===== config.mk =====
export PLATFORM = sky130hd
export DESIGN_NAME = irq_entry_seq
export DESIGN_NICKNAME = d
export VERILOG_FILES = /design/src/rtl/irq_seq_pkg.sv /design/src/rtl/irq_prio_enc.sv /design/src/rtl/irq_pend_reg.sv /design/src/rtl/irq_vec_calc.sv /design/src/rtl/irq_entry_seq.sv
export SDC_FILE = /design/constraint.sdc
export NUM_CORES = 1
export LEC_CHECK = 0
export ABC_AREA = 1
export BUFFER_PORTS_ARGS = -buffer_cell sky130_fd_sc_hd__buf_2
export CORE_ASPECT_RATIO = 1.5
export CORE_UTILIZATION = 53
export DETAILED_ROUTE_END_ITERATION = 8
export PLACE_DENSITY = 0.83
export SLEW_MARGIN = 20
export SYNTH_ARGS = -nofsm -noshare
export SYNTH_HDL_FRONTEND = slang
export SYNTH_SLANG_ARGS = --single-unit

===== constraint.sdc =====
create_clock -name clk -period 2.7 [get_ports clk]
set_clock_uncertainty 0.15 [all_clocks]
set_input_delay 0.54 -clock clk [delete_from_list [all_inputs] [get_ports clk]]
set_output_delay 0.54 -clock clk [all_outputs]
set_load 0.02 [all_outputs]

===== src/rtl/irq_seq_pkg.sv =====
package irq_seq_pkg;

    typedef enum logic [2:0] {
        ST_IDLE  = 3'd0,
        ST_PUSH0 = 3'd1,
        ST_PUSH1 = 3'd2,
        ST_PUSH2 = 3'd3,
        ST_JUMP  = 3'd4
    } seq_state_t;

endpackage


===== src/rtl/irq_prio_enc.sv =====
// Lowest-index-wins priority encoder over the pending mask.
module irq_prio_enc #(
    parameter int N  = 8,
    parameter int IW = 3
) (
    input  logic [N-1:0]  req_i,
    output logic          found_o,
    output logic [IW-1:0] idx_o
);
    always_comb begin
        found_o = 1'b0;
        idx_o   = '0;
        for (int i = N - 1; i >= 0; i--) begin
            if (req_i[i]) begin
                found_o = 1'b1;
                idx_o   = IW'(i);
            end
        end
    end
endmodule


===== src/rtl/irq_pend_reg.sv =====
// Pending mask: sets OR in every cycle, one selected bit may retire.
module irq_pend_reg #(
    parameter int N  = 8,
    parameter int IW = 3
) (
    input  logic          clk,
    input  logic          rst_n,
    input  logic [N-1:0]  set_i,
    input  logic          clr_en_i,
    input  logic [IW-1:0] clr_idx_i,
    output logic [N-1:0]  pend_o
);
    logic [N-1:0] clr_vec;

    for (genvar g = 0; g < N; g++) begin : g_clr
        assign clr_vec[g] = clr_en_i && (clr_idx_i == IW'(g));
    end

    always_ff @(posedge clk or negedge rst_n) begin
        if (!rst_n) begin
            pend_o <= '0;
        end else begin
            pend_o <= (pend_o & ~clr_vec) | set_i;
        end
    end
endmodule


===== src/rtl/irq_vec_calc.sv =====
// Vector number to target PC.
module irq_vec_calc #(
    parameter int             PC_W       = 16,
    parameter int             VW         = 4,
    parameter int             SLOT_WORDS = 2,
    parameter logic [PC_W-1:0] VEC_BASE  = '0
) (
    input  logic [VW-1:0]   vec_i,
    output logic [PC_W-1:0] target_o
);
    if (SLOT_WORDS == 1) begin : g_slot1
        assign target_o = VEC_BASE + PC_W'(vec_i);
    end else begin : g_slotn
        assign target_o = VEC_BASE + (PC_W'(vec_i) * PC_W'(SLOT_WORDS));
    end
endmodule


===== src/rtl/irq_entry_seq.sv =====
module irq_entry_seq
    import irq_seq_pkg::*;
#(
    parameter int                      NUM_SRC    = 8,
    parameter int                      PC_BYTES   = 2,
    parameter int                      SLOT_WORDS = 2,
    parameter int                      SP_W       = 16,
    parameter logic [8*PC_BYTES-1:0]   VEC_BASE   = '0
) (
    input  logic                    clk,
    input  logic                    rst_n,
    input  logic [NUM_SRC-1:0]      irq_set_i,
    input  logic                    irq_req_i,
    input  logic                    rst_req_i,
    input  logic                    gie_wr_i,
    input  logic                    gie_wdata_i,
    input  logic [8*PC_BYTES-1:0]   pc_i,
    input  logic [SP_W-1:0]         sp_i,
    output logic                    busy_o,
    output logic                    done_o,
    output logic                    gie_o,
    output logic [NUM_SRC-1:0]      pend_o,
    output logic                    mem_we_o,
    output logic [SP_W-1:0]         mem_addr_o,
    output logic [7:0]              mem_wdata_o,
    output logic                    pc_load_o,
    output logic [8*PC_BYTES-1:0]   pc_o,
    output logic                    sp_load_o,
    output logic [SP_W-1:0]         sp_o
);
    localparam int PC_W  = 8 * PC_BYTES;
    localparam int IDX_W = (NUM_SRC > 1) ? $clog2(NUM_SRC) : 1;
    localparam int VEC_W = $clog2(NUM_SRC + 1);

    seq_state_t        state, state_nx;
    logic [PC_W-1:0]   ret_q;
    logic [23:0]       ret_pad;
    logic [SP_W-1:0]   sp_q;
    logic [VEC_W-1:0]  vec_q;
    logic [IDX_W-1:0]  idx_q;
    logic              is_rst_q;
    logic              gie_q;

    logic              win_found;
    logic [IDX_W-1:0]  win_idx;
    logic              take_rst, take_irq, accept;
    logic              clr_en;

    irq_prio_enc #(.N(NUM_SRC), .IW(IDX_W)) u_prio (
        .req_i   (pend_o),
        .found_o (win_found),
        .idx_o   (win_idx)
    );

    irq_pend_reg #(.N(NUM_SRC), .IW(IDX_W)) u_pend (
        .clk       (clk),
        .rst_n     (rst_n),
        .set_i     (irq_set_i),
        .clr_en_i  (clr_en),
        .clr_idx_i (idx_q),
        .pend_o    (pend_o)
    );

    irq_vec_calc #(
        .PC_W       (PC_W),
        .VW         (VEC_W),
        .SLOT_WORDS (SLOT_WORDS),
        .VEC_BASE   (VEC_BASE)
    ) u_vec (
        .vec_i    (vec_q),
        .target_o (pc_o)
    );

    // Acceptance: reset wins; both need the enable flag.
    assign take_rst = (state == ST_IDLE) && rst_req_i && gie_q;
    assign take_irq = (state == ST_IDLE) && !take_rst && irq_req_i
                      && gie_q && win_found;
    assign accept   = take_rst || take_irq;
    assign clr_en   = (state == ST_JUMP) && !is_rst_q;
    assign ret_pad  = 24'(ret_q);

    // State register
    always_ff @(posedge clk or negedge rst_n) begin
        if (!rst_n) begin
            state <= ST_IDLE;
        end else begin
            state <= state_nx;
        end
    end

    // Next state
    always_comb begin
        state_nx = state;
        unique case (state)
            ST_IDLE:  if (accept) state_nx = ST_PUSH0;
            ST_PUSH0: state_nx = (PC_BYTES > 1) ? ST_PUSH1 : ST_JUMP;
            ST_PUSH1: state_nx = (PC_BYTES > 2) ? ST_PUSH2 : ST_JUMP;
            ST_PUSH2: state_nx = ST_JUMP;
            ST_JUMP:  state_nx = ST_IDLE;
            default:  state_nx = ST_IDLE;
        endcase
    end

    // Outputs
    always_comb begin
        busy_o      = 1'b1;
        done_o      = 1'b0;
        mem_we_o    = 1'b0;
        mem_wdata_o = 8'h00;
        pc_load_o   = 1'b0;
        sp_load_o   = 1'b0;
        unique case (state)
            ST_IDLE: busy_o = 1'b0;
            ST_PUSH0: begin
                mem_we_o    = 1'b1;
                mem_wdata_o = ret_pad[7:0];
            end
            ST_PUSH1: begin
                mem_we_o    = 1'b1;
                mem_wdata_o = ret_pad[15:8];
            end
            ST_PUSH2: begin
                mem_we_o    = 1'b1;
                mem_wdata_o = ret_pad[23:16];
            end
            ST_JUMP: begin
                done_o    = 1'b1;
                pc_load_o = 1'b1;
                sp_load_o = 1'b1;
            end
            default: busy_o = 1'b0;
        endcase
    end

    assign mem_addr_o = sp_q;
    assign sp_o       = sp_q;
    assign gie_o      = gie_q;

    // Sequence datapath
    always_ff @(posedge clk or negedge rst_n) begin
        if (!rst_n) begin
            ret_q    <= '0;
            sp_q     <= '0;
            vec_q    <= '0;
            idx_q    <= '0;
            is_rst_q <= 1'b0;
        end else if (accept) begin
            ret_q    <= pc_i;
            sp_q     <= sp_i;
            idx_q    <= win_idx;
            is_rst_q <= take_rst;
            vec_q    <= take_rst ? '0 : (VEC_W'(win_idx) + VEC_W'(1));
        end else if (mem_we_o) begin
            sp_q <= sp_q - SP_W'(1);
        end
    end

    // Global enable flag: JUMP clears it over any write.
    always_ff @(posedge clk or negedge rst_n) begin
        if (!rst_n) begin
            gie_q <= 1'b0;
        end else if (state == ST_JUMP) begin
            gie_q <= 1'b0;
        end else if (gie_wr_i) begin
            gie_q <= gie_wdata_i;
        end
    end
endmodule


* Word-level counts from Yosys, hierarchy flattened
Index checks and enable logic that the tools add are counted.
Widths: inputs -> output; s select.
** Word-level totals
- Bits in registers :: 52
- Input port bits :: 46
- Word-level logic and storage cells :: 77
** Cells by class
- $add $sub $neg :: 2
- Eq/ne operators :: 12
- Multiplexer cells :: 27
- Bitwise logic cells :: 3
- Reductions and logical operators :: 25
** Operators by type and width (count)
- $mux 16 :: 2
- $mux 3 :: 9
- $pmux 8 s2 :: 1
- $sub 16x1->16 const B :: 1
- $eq 3x3->1 const B :: 5
- $logic_and 1x1->1 :: 15
- $mux 1 :: 13
- $eq 3x2->1 const B :: 4
- $pmux 3 s3 :: 1
- $and 8x8->8 :: 1
- $not 8->8 :: 1
- $or 8x8->8 :: 1
- $eq 3x1->1 const B :: 2
- $logic_not 3->1 :: 2
- $add 3x1->4 const B :: 1
- $mux 4 :: 1
- $reduce_bool 2->1 :: 2
- $reduce_or 4->1 :: 1
- $reduce_or 3->1 :: 1
- $logic_not 1->1 :: 2
- $ne 2x2->1 const B :: 1
- $reduce_or 2->1 :: 1
- $logic_or 1x1->1 :: 1

* Depth between registers and ports, before layout
- Word-level depth :: 12
- Depth in mapped cells :: 11
- Gate-level depth less buffers :: 11

* By module
A second synthesis with hierarchy kept.
** Unflattened totals
- Cell total of the unflattened synthesis :: 428
- Area, all modules :: 3046.7 µm²
** Modules (own cells, without submodules)
- irq_entry_seq :: times used 1, cells an instance 339, area an instance 2457.4 µm²
- irq_pend_reg :: times used 1, cells an instance 50, area an instance 366.6 µm²
- irq_vec_calc :: times used 1, cells an instance 17, area an instance 123.9 µm²
- irq_prio_enc :: times used 1, cells an instance 22, area an instance 98.8 µm²

* Worst setup path after synthesis
Ideal clock, no wire load.
- Path kind :: flip-flop to output port
- Start point :: register state[1]
- End point :: output port mem_wdata_o[0]
- Arrival time :: 1108 ps
- Path slack :: 902 ps
- Cell stages (with the launch flop) :: 4
- Path buffers :: 0
- Cells stage by stage :: dfrtp_1 > nor3_1 > inv_1 > o22ai_1
** On the way
- Word-level cells in the longest chain between the ends :: 2
- Elaborated cells between the ends (all ways) :: 3
- Those cells by class :: eq/ne (2); mux (1)
** Ends and longest elaborated chain
- start, declared :: line irq_entry_seq.sv:35 : seq_state_t state, state_nx;
- start signal, assigned :: line irq_entry_seq.sv:87 : state <= state_nx;
- $eq 3x2->1 / $eq 3x1->1 (equally long branches) :: line irq_entry_seq.sv:112 : unique case (state)
- $pmux 8 s2 (*) :: line irq_entry_seq.sv:112
- end, declared :: line irq_entry_seq.sv:25 : output logic [7:0] mem_wdata_o,
Mark *: on every way between the ends. The rest lies on a longest branch, timed or not.

* Worst setup path in the final report
- Start point :: register state[2]
- End point :: output port mem_wdata_o[5]
The elaborated chain is that of the path after synthesis.

==> results.cfg <==
[status]
status = finished clean

[synthesis]
synth-compound-area-share_pct = 9.27
syn-cell-area_um2 = 3010
synth_top_area_share_pct = 43.2
yosys-top-cells-count = nand2_1 (120), inv_1 (56), dfrtp_1 (52), nor2_1 (38), buf_4 (33)
yosys.area_share.adder_pct = 0.831
synthSimpleGateAreaFrac_pct = 28.1
ys_async_sr_fraction_pct = 100
synth_top_family_by_area = simple AND/OR/NAND/NOR gates
yosys_warnings = 0
synth-edff-count = 0
syn_avg_cell_area_um2 = 7.43
synth_most_common_cell = nand2_1
synth_xor_area_share_pct = 1.75
ys.flop_type = dfrtp_1
yosysTopAreaCell = dfrtp_1
synth_area_leaders = dfrtp_1 (43%), nand2_1 (15%), buf_4 (8.2%)
ys_types = 30
syn_inst = 405
ys_seq_elements = 52
synth_mux_area_share_pct = 0
synth_seq_area_share_pct = 43.2

[place]
routabilityCongestion = 0.962
port_buffers = 103
dpl.cell_count = 554
post-dp-hpwl_um = 5100

[grt]
grt_pass1_wl_um = 11400
grt_pass1_vias = 2623
met2_usage_pct = 46.3
grt_max_degree = 51
antenna_found_initial = 0
met1_usage_pct = 26.6
grt_use_total_pct = 24.5
use_met3_pct = 3.76
gr-total-overflow = 0
top_usage_layer = met2

[sta]
maxSlewViolCount = 0
rsz0062_at_grt = false
hold_violations = 0
tightest_slew_ns = 0.517
tns_ns = 0
max-slew-margin-rel_pct = 65.5
whs_ns = 0.0127
fmax_mhz = 437
final-setup-viol-count = 0
post-route-min-period_ns = 2.29
fin_crit_sh_pct = 84.7

[clocking]
cts_tree = built
clock_sinks = 52
post_cts_buffers = 0
cts_resized = 0
root_buffer = clkbuf_8
path_clk_slew_ns = 0.09
cts_buffers = 5
cts_hold_buf = 0
clock_path_buffers = 2
cts.htree.levels = 2
clk_latency_ns = 0.30

[die]
io_pins = 116
coreArea_um2 = 5450
initial_core_util_pct = 55.2
die-area_um2 = 5990
die_x_um = 63.5
die_h_um = 94.3
num_rows = 33

[cells_and_area]
stdcell_count = 562
fin_util_pct = 64.0
fillers = 518
finalNetCount = 539
area_delta_synth_final_pct = 15.9
drive_gt1_share_pct = 26.2
antennaDiodeCount = 0

[pwr]
power_leakage_nw = 1.93
irDropWorstVdd_mv = 0.586
powerDensity_nw_per_um2 = 1120
total_power_mw = 3.91

[critical_path]
slowest_delay_ns = 0.43
crit_type = flip-flop to output port
endpoint_kind = output port
arrival_ns = 1.60
crit_fanout = 8
slowest_stage = dfrtp_1
startpoint_type = flip-flop
rr_worst_depth = 9
path_cells = nor2_1 -> nand2_1 -> o22ai_1 -> buf_2
crit_required_ns = 2.01

[routing]
drt-total-wl_um = 6740
drt_drc_violations_left = 0
post_drt_wl_per_cell_um = 12.0
dr.pass1.iters = 5
num_vias = 2785
via_per_inst = 4.96
ant_nets = 0
drt-initial-drc-count = 152

[job]
drv_cap = 0

[min_path]
hp-class = primary input to async pin
[power breakdown]
group | total [mW] | switching [mW] | internal, mW
registers | 1.32 | 0.251 | 1.07
clock network | 0.455 | 0.246 | 0.210
logic | 2.13 | 1.44 | 0.690
total | 3.91 | 1.94 | 1.97
[metal layers]
| metal | share of wire [%] | wire length, µm | up-vias |
|---|---|---|---|
| met4 | 1.6 | 108 | 0 |
| met2 | 54 | 3660 | 110 |
| met5 | 0 | 0 | - |
| met1 | 38 | 2590 | 1287 |
| met3 | 5.8 | 390 | 12 |
| li1 | - | - | 1376 |
[placed cells by master, fill, tap and decap left out]
cell	synthesis	routed
nor2_1	38	38
o21ai_1	2	2
nor3b_1	1	1
o22ai_1	8	8
a31oi_1	1	1
nand2_1	120	120
a21boi_0	1	1
o211ai_1	2	2
o21bai_1	7	7
o21a_1	1	1
nand4_1	5	5
nor2_2	7	7
nor3_1	1	1
nand2_4	2	2
clkbuf_1	0	2
conb_1	1	12
inv_2	4	4
buf_4	33	3
buf_2	3	103
or2_2	3	3
ha_1	2	2
nor2_8	1	1
xnor2_1	2	2
dfrtp_1	52	52
nand3_1	19	19
inv_1	56	56
o21ai_0	26	26
nand3b_1	1	1
xor2_1	4	4
clkbuf_8	0	6
[kinds of logic (layout without fill, tap and decap cells)]
kind of cell	after synthesis	after routing
other	1	12
adder cells (fa/ha/maj)	2	2
buffers and inverters	98	174
XOR/XNOR	6	6
AO/OA/AOI/OAI	48	48
flip-flops	52	52
AND/OR/NAND/NOR	198	198
[stage by stage]
stage | area, µm² | setup slack, ns
final | 3490 | 0.414
after global routing | 3490 | 0.274
after CTS | 3490 | 0.409
after detailed placement | 3400 | 0.768
after global placement | 3400 | 0.811
after floorplan | 3050 | 0.902
[critical path, delay by kind of cell (launching register included)]
kind	cells	cell delay, ns
flops	1	0.43
simple gates	2	0.41
compound gates	1	0.26
buf+inv	1	0.21
[path summary, 6_finish.rpt]
kind	start	slack, ns	end
worst min-delay path	rst_n	0.01	mem_addr_o[8]
worst max-delay path	state[2]	0.41	mem_wdata_o[5]
min in group clk	irq_set_i[6]	0.27	u_pend.pend_o[6]
worst max register to register	u_pend.pend_o[4]	0.83	mem_addr_o[9]
max in group asynchronous	rst_n	1.58	ret_q[9]
worst min register to register	vec_q[0]	0.34	vec_q[0]
[cell type report]
class                           instances  area [µm²]  share of cell area, %
Timing Repair Buffer                  106         538                   15.4
Tap cell                               70        87.6                   2.51
Sequential cell                        52        1300                   37.3
Inverter                               60         225                   6.46
Multi-Input combinational cell        266        1250                   35.7
Clock buffer                            8        90.1                   2.58
[state kept, by name (all words and copies together), names as in the netlist]
signal and cells:
is_rst_q 1, vec_q 4, gie_o 1, mem_addr_o 16, u_pend.pend_o 8, state 3
idx_q 3, ret_q 16
Power figures use the tool's default switching activity.
